$ cat config.mk
export PLATFORM = sky130hd
export DESIGN_NAME = host_lane_steer
export DESIGN_NICKNAME = d
export VERILOG_FILES = /design/src/rtl/lane_steer_pkg.sv /design/src/rtl/lane_cfg_regs.sv /design/src/rtl/lane_ctl.sv /design/src/rtl/lane_route.sv /design/src/rtl/host_lane_steer.sv
export SDC_FILE = /design/constraint.sdc
export NUM_CORES = 1
export LEC_CHECK = 0
export ABC_AREA = 1
export BUFFER_PORTS_ARGS = -buffer_cell sky130_fd_sc_hd__buf_2
export CORE_MARGIN = 2
export CORE_UTILIZATION = 38
export CTS_CLUSTER_DIAMETER = 200
export DETAILED_ROUTE_END_ITERATION = 10
export HOLD_SLACK_MARGIN = 0.05
export PLACE_DENSITY_LB_ADDON = 0.08
export RECOVER_POWER = 50
export REMOVE_ABC_BUFFERS = 1
export SLEW_MARGIN = 5
export SYNTH_ARGS = -nofsm -noshare
export SYNTH_HDL_FRONTEND = slang
export SYNTH_HIERARCHICAL = 1
export SYNTH_SLANG_ARGS = --single-unit
export TNS_END_PERCENT = 50
$ cat constraint.sdc
create_clock -name clk -period 2 [get_ports clk]
set_input_delay 0.4 -clock clk [delete_from_list [all_inputs] [get_ports clk]]
set_output_delay 0.4 -clock clk [all_outputs]
set_load 0.005 [all_outputs]
$ cat src/rtl/lane_steer_pkg.sv
package lane_steer_pkg;

  typedef enum logic {
    STYLE_STROBE = 1'b0,
    STYLE_DIRDS  = 1'b1
  } host_style_e;

  // Effective configuration seen by the steering logic.
  typedef struct packed {
    logic wide;   // 16-bit transfers enabled
    logic swap;   // lane swap, meaningful only when wide
    logic addr0;  // byte select, meaningful only when not wide
  } lane_cfg_t;

endpackage

$ cat src/rtl/lane_cfg_regs.sv
module lane_cfg_regs
  import lane_steer_pkg::*;
#(
  parameter int CTL_W    = 8,
  parameter int MODE_BIT = 7
) (
  input  logic             clk,
  input  logic             rst_n,
  input  logic             cfg_wr,
  input  logic [CTL_W-1:0] cfg_wdata,
  input  logic             ptr_wr,
  input  logic [CTL_W-1:0] ptr_wdata,
  output logic             wide_q,
  output logic             ptr_bit0_q,
  output lane_cfg_t        cfg
);

  always_ff @(posedge clk or negedge rst_n) begin
    if (!rst_n) begin
      wide_q     <= 1'b0;
      ptr_bit0_q <= 1'b0;
    end else begin
      if (cfg_wr) wide_q     <= cfg_wdata[MODE_BIT];
      if (ptr_wr) ptr_bit0_q <= ptr_wdata[0];
    end
  end

  // One storage bit, two meanings chosen by the mode flag.
  always_comb begin
    cfg.wide  = wide_q;
    cfg.swap  = wide_q & ptr_bit0_q;
    cfg.addr0 = ~wide_q & ptr_bit0_q;
  end

endmodule

$ cat src/rtl/lane_ctl.sv
module lane_ctl (
  input  logic wide,
  input  logic ram_sel,
  input  logic dma_cyc,
  input  logic host_rd,
  input  logic host_wr,
  output logic lane_lo_oe,
  output logic lane_hi_oe,
  output logic ram_wr_en,
  output logic io16_n
);

  logic ram_rd;
  logic active;

  always_comb begin
    ram_rd     = host_rd & ram_sel;
    active     = (host_rd | host_wr) & ram_sel;
    lane_lo_oe = ram_rd;
    lane_hi_oe = ram_rd & wide;
    ram_wr_en  = host_wr & ram_sel;
    io16_n     = ~(active & wide & ~dma_cyc);
  end

endmodule

$ cat src/rtl/lane_route.sv
module lane_route
  import lane_steer_pkg::*;
#(
  parameter int BYTE_W = 8
) (
  input  lane_cfg_t              cfg,
  input  logic                   host_style,
  input  logic                   ram_wr_en,
  input  logic [2*BYTE_W-1:0]    host_wdata,
  input  logic [BYTE_W-1:0]      ram_rdata_even,
  input  logic [BYTE_W-1:0]      ram_rdata_odd,
  output logic [2*BYTE_W-1:0]    host_rdata,
  output logic [BYTE_W-1:0]      ram_wdata_even,
  output logic [BYTE_W-1:0]      ram_wdata_odd,
  output logic                   ram_we_even,
  output logic                   ram_we_odd
);

  localparam int LANES = 2;

  logic             even_hi;
  logic [LANES-1:0] carries_even;

  // Direction/data-strobe style starts from the opposite order; swap flips it.
  assign even_hi = (host_style == STYLE_DIRDS) ^ cfg.swap;

  for (genvar l = 0; l < LANES; l++) begin : g_lane
    if (l == 0) begin : g_lo
      assign carries_even[l] = ~even_hi;
      assign host_rdata[l*BYTE_W +: BYTE_W] =
        cfg.wide ? (carries_even[l] ? ram_rdata_even : ram_rdata_odd)
                 : (cfg.addr0 ? ram_rdata_odd : ram_rdata_even);
    end else begin : g_hi
      assign carries_even[l] = even_hi;
      assign host_rdata[l*BYTE_W +: BYTE_W] =
        cfg.wide ? (carries_even[l] ? ram_rdata_even : ram_rdata_odd)
                 : '0;
    end
  end

  always_comb begin
    if (cfg.wide) begin
      ram_wdata_even = carries_even[1] ? host_wdata[BYTE_W +: BYTE_W]
                                       : host_wdata[0 +: BYTE_W];
      ram_wdata_odd  = carries_even[1] ? host_wdata[0 +: BYTE_W]
                                       : host_wdata[BYTE_W +: BYTE_W];
    end else begin
      ram_wdata_even = host_wdata[0 +: BYTE_W];
      ram_wdata_odd  = host_wdata[0 +: BYTE_W];
    end
    ram_we_even = ram_wr_en & (cfg.wide | ~cfg.addr0);
    ram_we_odd  = ram_wr_en & (cfg.wide |  cfg.addr0);
  end

endmodule

$ cat src/rtl/host_lane_steer.sv
module host_lane_steer
  import lane_steer_pkg::*;
#(
  parameter int BYTE_W   = 8,
  parameter int CTL_W    = 8,
  parameter int MODE_BIT = 7
) (
  input  logic                clk,
  input  logic                rst_n,
  input  logic                cfg_wr,
  input  logic [CTL_W-1:0]    cfg_wdata,
  input  logic                ptr_wr,
  input  logic [CTL_W-1:0]    ptr_wdata,
  input  logic                host_style,
  input  logic                ram_sel,
  input  logic                dma_cyc,
  input  logic                host_rd,
  input  logic                host_wr,
  input  logic [2*BYTE_W-1:0] host_wdata,
  input  logic [BYTE_W-1:0]   ram_rdata_even,
  input  logic [BYTE_W-1:0]   ram_rdata_odd,
  output logic [2*BYTE_W-1:0] host_rdata,
  output logic                lane_lo_oe,
  output logic                lane_hi_oe,
  output logic [BYTE_W-1:0]   ram_wdata_even,
  output logic [BYTE_W-1:0]   ram_wdata_odd,
  output logic                ram_we_even,
  output logic                ram_we_odd,
  output logic                io16_n
);

  lane_cfg_t cfg;
  logic      wide_q;
  logic      ptr_bit0_q;
  logic      ram_wr_en;

  lane_cfg_regs #(
    .CTL_W    (CTL_W),
    .MODE_BIT (MODE_BIT)
  ) u_regs (
    .clk        (clk),
    .rst_n      (rst_n),
    .cfg_wr     (cfg_wr),
    .cfg_wdata  (cfg_wdata),
    .ptr_wr     (ptr_wr),
    .ptr_wdata  (ptr_wdata),
    .wide_q     (wide_q),
    .ptr_bit0_q (ptr_bit0_q),
    .cfg        (cfg)
  );

  lane_ctl u_ctl (
    .wide       (cfg.wide),
    .ram_sel    (ram_sel),
    .dma_cyc    (dma_cyc),
    .host_rd    (host_rd),
    .host_wr    (host_wr),
    .lane_lo_oe (lane_lo_oe),
    .lane_hi_oe (lane_hi_oe),
    .ram_wr_en  (ram_wr_en),
    .io16_n     (io16_n)
  );

  lane_route #(
    .BYTE_W (BYTE_W)
  ) u_route (
    .cfg            (cfg),
    .host_style     (host_style),
    .ram_wr_en      (ram_wr_en),
    .host_wdata     (host_wdata),
    .ram_rdata_even (ram_rdata_even),
    .ram_rdata_odd  (ram_rdata_odd),
    .host_rdata     (host_rdata),
    .ram_wdata_even (ram_wdata_even),
    .ram_wdata_odd  (ram_wdata_odd),
    .ram_we_even    (ram_we_even),
    .ram_we_odd     (ram_we_odd)
  );

endmodule

Word-level counts from Yosys, hierarchy flattened
Index checks and enable logic that the tools add are counted.
Storage, ports and cells
  logic and storage cells: 29
  output and inout port bits: 37
  bits in registers: 2
  bits of input ports: 57
Operators by class
  bitwise logic cells: 18
  mux-type cells: 9
Operators with widths (number)
  $mux W8: 9
  $and A1 B1 Y1: 10
  $not A1 Y1: 4
  $or A1 B1 Y1: 3
  $xor A1 B1 Y1: 1

Longest topological paths before layout
Gate-level depths: netlist of the first run.
  word-level depth: 5
  mapped depth: 8

By module
Netlist of the first run, hierarchy kept.
Modules (own cells, without submodules)
  lane_route: times used 1, cells each 142, area an instance 749.5 µm², seq. area each 0.0 µm²
  lane_cfg_regs: times used 1, cells each 15, area an instance 105.1 µm², seq. area each 50.0 µm²
  lane_ctl: times used 1, cells each 9, area an instance 33.8 µm², seq. area each 0.0 µm²

Worst setup path after synthesis of the first run
OpenSTA, ideal clock, no wires.
  kind: register -> output
  start: register u_regs.wide_q
  end: output host_rdata[12]
  arrival: 1.071 ns
  cell stages (with the launch flop): 7
  slack: 0.529 ns
  cell sequence: dfrtp_1 -> nand2_1 -> inv_1 -> nand2_2 -> nand3_4 -> buf_6 -> o21ai_2
RTL lines
  from (decl): line lane_cfg_regs.sv:13  | output logic wide_q,
  from (signal assigned): line lane_cfg_regs.sv:23  | if (cfg_wr) wide_q <= cfg_wdata[MODE_BIT];
  to (decl): line host_lane_steer.sv:22  | output logic [2*BYTE_W-1:0] host_rdata,

==> key figures, run 1 <==
Status
  – Outcome: complete, no violations

STA
  – Fmax: 0.522 GHz
  – Slew @ Worst Pin: 0.234 ns
  – Final period util: 95.8%
  – Setup slack after layout: 0.0840 ns
  – Final min period: 1.92 ns
  – Max_slew headroom: 84.4%
  – Max Clock Skew: 0 ns
  – Final Hold Violating Endpoints: 0
  – RSZ-0062 raised after global routing: yes
  – Final setup viols: 0
  – Max-slew violations: 0

CTS
  – Worst-path clk slew: 0.03 ns
  – H-tree levels: 1
  – CTS Sinks: 2
  – Clk Tree Root Cell: clkbuf_4
  – CTS tree: built
  – CTS max path bufs: 2
  – CTS buffer count: 3
  – Clock latency on the worst-skew pair: 0.23 ns

Pwr
  – Internal Pwr Total: 295 uW
  – Combinational fraction of design power: 74.0%
  – Power per standard cell area: 383 nW/um2
  – Leak pwr: 0.872 nW
  – Sequential power share: 9.0%
  – Net Sw Frac: 46.1%
  – Sw power: 252 uW
  – VDD IR max: 361 uV
  – Clk network pwr share: 17.1%

Logic synthesis
  – Synth area leader: nand2_1
  – Cell count after synthesis: 166
  – Synthesis-stage register bit count: 2
  – Netlist cell types: 17
  – Seq/Total Area, Yosys: 5.63%
  – Synth top area share: 22.0%
  – Mean Syn Cell Area: 5.35 um2
  – Top cells by area, synth: nand2_1 (22%), nand3_1 (18%), o21ai_2 (16%)
  – Post-Syn Area: 888 um2
  – Ys Warns: 6

Global routing
  – First-pass GRT wire length: 4.80 mm
  – Pin count of the biggest net entering global routing: 23
  – Global route overflow: 0
  – Tot GR Track Use: 22.2%
  – Initial antenna violation count: 0
  – Vias in the first global route: 1203

Setup path
  – CP Data Required Time: 1.60 ns
  – CP max-delay cell: dfrtp_2
  – Worst Path Class, Setup: reg2out
  – Worst path cell trace: nand2_1 > inv_2 > inv_1 > nand2_4 > nand2_8 > buf_6 > nand3_1 > o21ai_2 > buf_2
  – Worst setup EP type: primary output
  – CP delay by family, top: flip-flops
  – Critical path startpoint category: flip-flop
  – Data arrival, critical path: 1.52 ns
  – Crit path buf inv count: 4
  – CP peak stage delay: 0.43 ns
  – Crit path max fanout: 9

Place
  – DP Cell Count: 266
  – Placed Area: 1270 um2
  – Port buffer count: 79
  – Dpl hpwl: 2.12 mm
  – Pre-CTS WS: 0.0751 ns
  – Placer Congestion: 0.712

Cells and area
  – ANT cells: 0
  – Layout cell share with drive strength beyond 1: 47.0%
  – Final Net Count: 310
  – P&R area growth vs syn: 60.8%
  – Fin area: 1430 um2
  – Fin cells: 279

Die
  – Initial core utilization: 40.2%
  – Row count: 17
  – Core ar.: 2210 um2
  – Ports: 94
  – Die area: 2740 um2
  – DIE WIDTH: 52.4 um
  – DIE HEIGHT: 52.4 um

Routing
  – Routed WL: 3.05 mm
  – DR iter-0 viols: 33
  – Vias: 1428
  – TritonRoute pass-1 iters: 4
  – Number of routed nets with antenna violations: 0
  – Vias/cell: 5.12
  – Remaining routing DRC violations: 0
  – WL/cell: 10.9 um

Flow run
  – MaxCap Viol Count: 0

Hold path
  – Hold crit path type: in2reg
## registers in the layout, summed over array words and instances, names as in the netlist
register	count
u_regs/ptr_bit0_q	1
u_regs/wide_q	1
## area by class of cell
| type | count | area (um2) |
|---|---|---|
| multi-input cells | 128 | 709 |
| well taps | 28 | 35.0 |
| repair buffers | 91 | 505 |
| fillers | 230 | 783 |
| inverters | 27 | 105 |
| flip-flops and latches | 2 | 51.3 |
| clock buffers | 3 | 22.5 |
## power groups by stage
stage	Clock (mW)	Combinational (mW)	Sequential (mW)
after floorplan	0	0.176	0.0607
after global placement	0	0.346	0.0497
after detailed placement	0	0.355	0.0497
after CTS	0.0964	0.399	0.0490
after global routing	0.0970	0.451	0.0498
final	0.0934	0.405	0.0491
## path summary, 6_finish.rpt
kind                                          startpoint                            end  slack [ns]  cells past startpoint
max                            u_regs/wide_q$_DFFE_PN0P_                 host_rdata[12]        0.08                      9
min                                         ptr_wdata[0]  u_regs/ptr_bit0_q$_DFFE_PN0P_        0.37                      3
max reg2reg                    u_regs/wide_q$_DFFE_PN0P_      u_regs/wide_q$_DFFE_PN0P_        1.23                      3
min reg2reg                u_regs/ptr_bit0_q$_DFFE_PN0P_  u_regs/ptr_bit0_q$_DFFE_PN0P_        0.50                      2
max in group asynchronous                          rst_n      u_regs/wide_q$_DFFE_PN0P_        1.37                      2
min in group asynchronous                          rst_n      u_regs/wide_q$_DFFE_PN0P_        0.48                      2
## layer usage
metal / GRT usage [%] / up-vias / routed length [um]
li1: - / 717 / -
met1: 26.0 / 642 / 1260
met2: 41.9 / 66 / 1520
met3: 2.86 / 3 / 255
met4: 5.13 / 0 / 24
met5: 0 / - / 0
## synth_stat cells, drive strengths merged
cell type	instances
inv	26
nor2	5
a21oi	1
clkinv	1
buf	11
nand3	33
nand4	8
o21ai	24
nand2	55
dfrtp	2
## cell usage in the layout (no fill, tap or decap), types with 2 or more instances in the layout
master    instances
buf_6             2
nor2_1            4
buf_2            77
nand2_1          51
buf_4             8
nand3_4           3
nand2_4           2
inv_1            25
nand3_1          32
nand4_1           8
o21ai_2          16
clkbuf_4          3
clkbuf_1          2
o21ai_0           8
## logic make-up (layout without fill, tap and decap cells)
group / Yosys count / count (layout) / synth area share (%)
AOI/OAI and AO/OA: 25 / 25 / 20.8
buffers and inverters: 38 / 121 / 20.3
DFF: 2 / 2 / 5.63
and+or+nand+nor: 101 / 103 / 53.2
## worst reg2reg max path: cells and delay by family (launching register included)
family	cells	cell delay, ns
DFF	1	0.43
buffers and inverters	1	0.14
and+or+nand+nor	2	0.09
## per-stage QoR
step                      util, %  hold WS (ns)  TNS, ns  total power, mW
after global placement       57.4         0.185        0            0.395
after floorplan                 -         0.104    -6.03            0.237
after detailed placement     57.4         0.188        0            0.404
after global routing         64.6         0.414  -0.0829            0.598
after CTS                    63.9         0.368        0            0.544
final                        64.6         0.370        0            0.547
## timing repair
item / in CTS / in global routing
endpoints found under the setup margin: 28 / 33
setup buffers: 6 / 1
pin swaps: 4 / 1
hold buffers: 1 / 0
endpoints found under the hold margin: 2 / 0
cloned: 2 / 0
resized for setup: 6 / 4
(Power assumes the default switching activity.)
==> run 2, diff against run 1 <==
- CORE_UTILIZATION: 38 -> 36
- SETUP_SLACK_MARGIN: not set -> 0.2
- SYNTH_HIERARCHICAL: 1 -> not set
==> run 2 against run 1 <==
Effect of this change:
- area after synthesis decreased by 7.0%
- combinational power grew 11%
- utilization is 3.3 points higher
- cell area increased by 4.1%
- largest power group unchanged
- first-iteration DRC count shrank 58%
- sequential share of layout area shrank 0.058 points
- critical path depth down 2
- maximum frequency is 4.1% higher
- synthesized cell count down 6.6%
==> key figures, run 2 <==
Cells and area
  – Fillers: 206 (was 230)
  – P&R area growth vs syn: 80.2% (was 60.8%)
  – Largest regs: u_regs.ptr_bit0_q x1, u_regs.wide_q x1 (was u_regs/ptr_bit0_q x1, u_regs/wide_q x1)
  – Layout cell share with drive strength beyond 1: 47.6% (was 47.0%)
  – Layout Utilization: 67.9% (was 64.6%)
  – ANT cells: 0 (unchanged)
  – Fin area: 1490 um2 (was 1430 um2)
  – Final Net Count: 305 (was 310)
  – Highest-count cells in the layout ignoring fill and taps: buf_2 (74), nand2_1 (37), inv_1 (26) (was buf_2 (77), nand2_1 (51), nand3_1 (32))
  – Most common library cell in the layout ignoring fill and taps: buf_2 (unchanged)

STA
  – Max-slew violations: 0 (unchanged)
  – Slew @ Worst Pin: 0.204 ns (was 0.234 ns)
  – Final setup viols: 0 (unchanged)
  – Final Hold Violating Endpoints: 0 (unchanged)
  – Max Clock Skew: 0 ns (unchanged)
  – RSZ-0062 raised after global routing: yes (unchanged)
  – Final period util: 92.1% (was 95.8%)
  – Max_slew headroom: 86.4% (was 84.4%)
  – Fmax: 0.543 GHz (was 0.522 GHz)
  – Final min period: 1.84 ns (was 1.92 ns)

Setup path
  – Crit path launch: u_regs.wide_q$_DFFE_PN0P_ (was u_regs/wide_q$_DFFE_PN0P_)
  – Data arrival, critical path: 1.44 ns (was 1.52 ns)
  – RR Startpoint: u_regs.ptr_bit0_q$_DFFE_PN0P_ (was u_regs/wide_q$_DFFE_PN0P_)
  – CP peak stage delay: 0.46 ns (was 0.43 ns)
  – Crit path max fanout: 7 (was 9)
  – Worst Path Class, Setup: reg2out (unchanged)
  – Worst setup EP type: primary output (unchanged)
  – CP Data Required Time: 1.60 ns (about the same)
  – Critical path startpoint category: flip-flop (unchanged)
  – CP max-delay cell: dfrtp_2 (unchanged)
  – Crit path buf inv count: 2 (was 4)
  – CP delay by family, top: simple AND/OR/NAND/NOR gates (was flip-flops)
  – Worst path cell trace: nand2_1 > nand2_4 > nand2_8 > buf_12 > nand3_1 > nand3_2 > buf_2 (was nand2_1 > inv_2 > inv_1 > nand2_4 > nand2_8 > buf_6 > nand3_1 > o21ai_2 > buf_2)

Pwr
  – Power per standard cell area: 399 nW/um2 (was 383 nW/um2)
  – Leak pwr: 0.853 nW (was 0.872 nW)
  – VDD IR max: 272 uV (was 361 uV)

Die
  – Row count: 17 (unchanged)
  – DIE WIDTH: 51.9 um (was 52.4 um)
  – Ports: 94 (unchanged)
  – DIE HEIGHT: 51.9 um (was 52.4 um)
  – Die area: 2690 um2 (was 2740 um2)
  – Initial core utilization: 37.7% (was 40.2%)
  – Core ar.: 2190 um2 (was 2210 um2)

Logic synthesis
  – Top cells by area, synth: nand2_1 (18%), nand3_1 (16%), inv_1 (12%) (was nand2_1 (22%), nand3_1 (18%), o21ai_2 (16%))
  – Post-Syn Area: 826 um2 (was 888 um2)
  – Mean Syn Cell Area: 5.33 um2 (was 5.35 um2)
  – Netlist cell types: 19 (was 17)
  – Ys Warns: 0 (was 6)
  – Most common cell in the netlist: nand2_1 (unchanged)
  – Primary FF master, synth: dfrtp_1 (unchanged)
  – Seq/Total Area, Yosys: 6.06% (was 5.63%)
  – Cell count after synthesis: 155 (was 166)
  – Synthesis-stage register bit count: 2 (unchanged)
  – Post-synth EDFFs: 0 (unchanged)
  – Synth area leader: nand2_1 (unchanged)
  – List of most frequent post-synthesis cells: nand2_1 (40), inv_1 (27), nand3_1 (26) (was nand2_1 (52), nand3_1 (32), inv_1 (26))
  – Synth top area share: 18.2% (was 22.0%)
  – Post-synthesis async set-or-reset flop share: 100% (unchanged)

Global routing
  – First-pass GRT wire length: 5.33 mm (was 4.80 mm)
  – Initial antenna violation count: 0 (unchanged)
  – Vias in the first global route: 1310 (was 1203)
  – Tot GR Track Use: 25.3% (was 22.2%)
  – Pin count of the biggest net entering global routing: 19 (was 23)
  – Global route overflow: 0 (unchanged)

Place
  – Placed Area: 1220 um2 (was 1270 um2)
  – Port buffer count: 79 (unchanged)
  – Dpl hpwl: 2.15 mm (was 2.12 mm)
  – Placer Congestion: 0.690 (was 0.712)

Routing
  – DR iter-0 viols: 14 (was 33)
  – WL/cell: 11.8 um (was 10.9 um)
  – Routed WL: 3.24 mm (was 3.05 mm)
  – Remaining routing DRC violations: 0 (unchanged)
  – Number of routed nets with antenna violations: 0 (unchanged)
  – Vias/cell: 5.09 (was 5.12)
  – TritonRoute pass-1 iters: 4 (unchanged)
  – Vias: 1396 (was 1428)

Hold path
  – Hold crit path type: in2reg (unchanged)
  – Worst min-delay path startpoint: cfg_wr (was ptr_wdata[0])

CTS
  – Clock latency on the worst-skew pair: 0.23 ns (about the same)
  – Worst-path clk slew: 0.03 ns (about the same)
  – CTS buffer count: 3 (unchanged)
  – Clk Tree Root Cell: clkbuf_4 (unchanged)
  – H-tree levels: 1 (unchanged)
  – CTS Sinks: 2 (unchanged)
  – CTS tree: built (unchanged)
  – CTS max path bufs: 2 (unchanged)

Flow run
  – MaxCap Viol Count: 0 (unchanged)

Status
  – Outcome: complete, no violations (unchanged)
-- run 2: final cells by class --
class / instances / area [um2] / area share (%)
multi-input combinational: 119 / 704 / 47.4
inverter: 27 / 101 / 6.81
timing repair buffer: 95 / 572 / 38.4
sequential: 2 / 52.6 / 3.53
tap: 28 / 35.0 / 2.35
clock buffer: 3 / 22.5 / 1.51
-- run 2: kinds of logic after synthesis --
group,synth area share [%]
flip-flops,6.06
buffers and inverters,20.8
multiplexers,1.36
AO/OA/AOI/OAI,16.1
AND/OR/NAND/NOR,55.8
-- run 2: worst paths after layout --
check,slack (ns),cells past startpoint,to
max reg2reg,1.02,2,u_regs.ptr_bit0_q$_DFFE_PN0P_
min,0.37,2,u_regs.wide_q$_DFFE_PN0P_
max in group asynchronous,1.36,2,u_regs.wide_q$_DFFE_PN0P_
min reg2reg,0.71,2,u_regs.wide_q$_DFFE_PN0P_
max,0.16,7,host_rdata[4]
min in group asynchronous,0.50,2,u_regs.ptr_bit0_q$_DFFE_PN0P_
-- run 2: worst register-to-register path, delay by kind of cell, from the launching register on --
kind                   cells  cell delay (ns)
multiplexers               1             0.25
buffers and inverters      1             0.16
flip-flops                 1             0.44
-- run 2: report_power, final --
group          switching [mW]  internal, mW
Combinational           0.237         0.211
Sequential            0.00932        0.0454
Clock                  0.0248        0.0663
Total                   0.271         0.323
-- run 2: per-stage QoR --
| stage | worst slack (ns) | hold slack (ns) | instances | TNS [ns] | total power [mW] |
|---|---|---|---|---|---|
| 6_report | 0.159 | 0.373 | 274 | 0 | 0.594 |
| 5_1_grt | 0.0468 | 0.388 | 274 | 0 | 0.655 |
| 4_1_cts | 0.186 | 0.369 | 274 | 0 | 0.576 |
| 3_5_place_dp | 0.175 | 0.186 | 257 | 0 | 0.403 |
| 3_3_place_gp | 0.161 | 0.184 | 257 | 0 | 0.393 |
| 2_1_floorplan | -0.371 | 0.104 | 145 | -8.30 | 0.229 |
-- run 2: timing repair --
item	in CTS	in global routing
pin swaps	4	8
endpoints found under the hold margin	2	0
gates cloned	3	0
gates resized for setup	16	21
setup buffers	10	0
endpoints found under the setup margin	32	32
hold buffers	1	0
-- run 2: metal layers --
metal  global-route usage (%)  part of all wire [%]
met1                     28.7                    40
met2                     48.5                    51
met3                     4.02                   8.0
met4                     5.70                     0
met5                        0                     0
==> run 3, diff against run 2 <==
- CORE_UTILIZATION: 36 -> 38
- SYNTH_HIERARCHICAL: not set -> 1
==> run 3 against run 2 <==
Effect of this change:
- clock skew unchanged
- clock power grew 2.6%
- combinational power decreased by 2%
- critical path depth increased by 2
- flip-flop and latch count unchanged
- routed wire length fell by 1.6%
- final cell count grew 3.6%
- sequential share of layout area shrank 0.20 points
- via count up 4.5%
- largest power group unchanged
==> key figures, run 3 (synthesis gave the netlist of run 1 again) <==
Routing
  – WL met1: 1.35 mm (was 1.31 mm)
  – Vias: 1459 (was 1396)
  – Number of routed nets with antenna violations: 0 (unchanged)
  – Routed WL: 3.19 mm (was 3.24 mm)
  – Met3 wire len: 241 um (was 258 um)
  – WL/cell: 11.2 um (was 11.8 um)
  – DR iter-0 viols: 36 (was 14)
  – Remaining routing DRC violations: 0 (unchanged)
  – TritonRoute pass-1 iters: 4 (unchanged)
  – Max Used Layer: met4 (was met3)
  – Vias/cell: 5.14 (was 5.09)
  – Metal2 WL: 1.58 mm (was 1.67 mm)

CTS
  – CTS tree: built (unchanged)
  – CTS max path bufs: 2 (unchanged)
  – Clk Tree Root Cell: clkbuf_4 (unchanged)
  – CTS buffer count: 3 (unchanged)
  – Worst-path clk slew: 0.03 ns (about the same)
  – CTS Sinks: 2 (unchanged)
  – H-tree levels: 1 (unchanged)
  – Clock latency on the worst-skew pair: 0.23 ns (about the same)

Pwr
  – Leak pwr: 0.903 nW (was 0.853 nW)
  – VDD IR max: 346 uV (was 272 uV)
  – Sw power: 271 uW (about the same)
  – Power per standard cell area: 379 nW/um2 (was 399 nW/um2)
  – Clk network pwr share: 16.0% (was 15.4%)
  – Internal Pwr Total: 314 uW (was 323 uW)
  – Combinational fraction of design power: 75.4% (about the same)
  – Sequential power share: 8.6% (was 9.2%)
  – Net Sw Frac: 46.3% (was 45.6%)

STA
  – Slew @ Worst Pin: 0.261 ns (was 0.204 ns)
  – Hold WS: 0.370 ns (was 0.373 ns)
  – Final Hold Violating Endpoints: 0 (unchanged)
  – RSZ-0062 raised after global routing: yes (unchanged)
  – Fmax: 0.522 GHz (was 0.543 GHz)
  – Final period util: 95.8% (was 92.1%)
  – Max_slew headroom: 82.6% (was 86.4%)
  – Max Clock Skew: 0 ns (unchanged)
  – Final min period: 1.92 ns (was 1.84 ns)
  – Final setup viols: 0 (unchanged)
  – Max-slew violations: 0 (unchanged)

Setup path
  – RR Endpoint: u_regs/wide_q$_DFFE_PN0P_ (was u_regs.ptr_bit0_q$_DFFE_PN0P_)
  – Data arrival, critical path: 1.52 ns (was 1.44 ns)
  – Critical Path Sink: ram_wdata_odd[3] (was host_rdata[4])
  – Crit path launch: u_regs/wide_q$_DFFE_PN0P_ (was u_regs.wide_q$_DFFE_PN0P_)
  – Worst setup EP type: primary output (unchanged)
  – Crit path max fanout: 7 (unchanged)
  – RR Startpoint: u_regs/wide_q$_DFFE_PN0P_ (was u_regs.ptr_bit0_q$_DFFE_PN0P_)
  – R2r setup slk: 1.20 ns (was 1.02 ns)
  – Critical path startpoint category: flip-flop (unchanged)
  – CP Data Required Time: 1.60 ns (about the same)
  – R2R cell count: 3 (was 2)
  – Worst Path Class, Setup: reg2out (unchanged)

Place
  – Dpl hpwl: 2.12 mm (was 2.15 mm)
  – Placer Congestion: 0.712 (was 0.690)
  – Placed Area: 1270 um2 (was 1220 um2)
  – Port buffer count: 79 (unchanged)

Cells and area
  – Fillers: 210 (was 206)
  – Highest-count cells in the layout ignoring fill and taps: buf_2 (76), nand2_1 (44), nand3_1 (31) (was buf_2 (74), nand2_1 (37), inv_1 (26))
  – Area of the multi-input gates: 773 um2 (was 704 um2)
  – ANT cells: 0 (unchanged)
  – Most common library cell in the layout ignoring fill and taps: buf_2 (unchanged)
  – Storage element area: 51.3 um2 (was 52.6 um2)
  – Final Net Count: 315 (was 305)
  – P&R area growth vs syn: 73.5% (was 80.2%)
  – Largest regs: u_regs/ptr_bit0_q x1, u_regs/wide_q x1 (was u_regs.ptr_bit0_q x1, u_regs.wide_q x1)
  – Layout cell share with drive strength beyond 1: 50.8% (was 47.6%)
  – Fin area: 1540 um2 (was 1490 um2)

Die
  – Row count: 17 (unchanged)
  – DIE HEIGHT: 52.4 um (was 51.9 um)
  – Die area: 2740 um2 (was 2690 um2)
  – Initial core utilization: 40.2% (was 37.7%)
  – DIE WIDTH: 52.4 um (was 51.9 um)
  – Core ar.: 2210 um2 (was 2190 um2)
  – Ports: 94 (unchanged)

Global routing
  – First-pass GRT wire length: 4.98 mm (was 5.33 mm)
  – Pin count of the biggest net entering global routing: 23 (was 19)
  – Initial antenna violation count: 0 (unchanged)
  – Vias in the first global route: 1250 (was 1310)
  – Global route overflow: 0 (unchanged)
  – Tot GR Track Use: 23.1% (was 25.3%)

Hold path
  – Hold crit path type: in2reg (unchanged)

Flow run
  – MaxCap Viol Count: 0 (unchanged)

Status
  – Outcome: complete, no violations (unchanged)
[run 3: cell types whose count changed in the layout (fill, tap and decap cells not counted), moves of 3 or more]
cell	delta
o21ai_1	-14
buf_4	+3
nand3_2	-4
nand3_1	+9
nand2_1	+7
nand2_2	+4
o21ai_2	+10
nand4_1	-7
o21ai_0	+4
[run 3: worst min path at each step]
stage,startpoint,end,slack (ns),depth (start not counted)
floorplan,rst_n,u_regs/ptr_bit0_q$_DFFE_PN0P_,0.10,0
global placement,rst_n,u_regs/wide_q$_DFFE_PN0P_,0.19,1
detailed placement,rst_n,u_regs/ptr_bit0_q$_DFFE_PN0P_,0.19,1
CTS,ptr_wdata[0],u_regs/ptr_bit0_q$_DFFE_PN0P_,0.37,3
global route,cfg_wdata[7],u_regs/wide_q$_DFFE_PN0P_,0.41,3
finish,ptr_wdata[0],u_regs/ptr_bit0_q$_DFFE_PN0P_,0.37,3
[run 3: routing by layer]
metal / up-vias / global-route usage [%]
met5: - / 0
met3: 3 / 2.86
met4: 0 / 5.13
li1: 729 / -
met1: 660 / 27.2
met2: 67 / 43.5
[run 3: per-stage QoR]
step	worst slack [ns]	power (mW)	cells	utilization (%)	TNS, ns
after CTS	0.106	0.570	283	67.5	0
final	0.0831	0.585	284	69.7	0
after detailed placement	0.0751	0.404	266	57.4	0
after global placement	0.0824	0.395	266	57.4	0
after floorplan	-0.236	0.237	155	-	-6.03
after global routing	0.00590	0.637	284	69.7	0
[run 3: timing repair]
action,4_1_cts,5_1_grt
pin swaps,5,5
cloned,4,1
endpoints found under the setup margin,33,33
hold buffers,1,0
setup buffers,9,0
resized for setup,20,8
endpoints found under the hold margin,2,0
[run 3: power groups by stage]
stage	combinational (mW)	clock, mW	sequential [mW]
after CTS	0.425	0.0964	0.0490
final	0.441	0.0936	0.0504
after floorplan	0.176	0	0.0607
after global placement	0.346	0	0.0497
after global routing	0.489	0.0970	0.0512
after detailed placement	0.355	0	0.0497
[run 3: worst max-delay path, cell delays in order, from the launching register on]
cell	delay, ns
dfrtp_2	0.44
nand2_2	0.10
inv_4	0.06
inv_4	0.07
nand2_8	0.09
nand2_8	0.12
buf_4	0.15
nand3_1	0.06
nand2_1	0.08
buf_2	0.11
[run 3: layout make-up]
cell class / count / share of cell area (%)
repair buffers: 95 / 35.8
inverters: 27 / 6.98
well taps: 28 / 2.27
multi-input cells: 129 / 50.2
flip-flops and latches: 2 / 3.33
clock buffers: 3 / 1.46
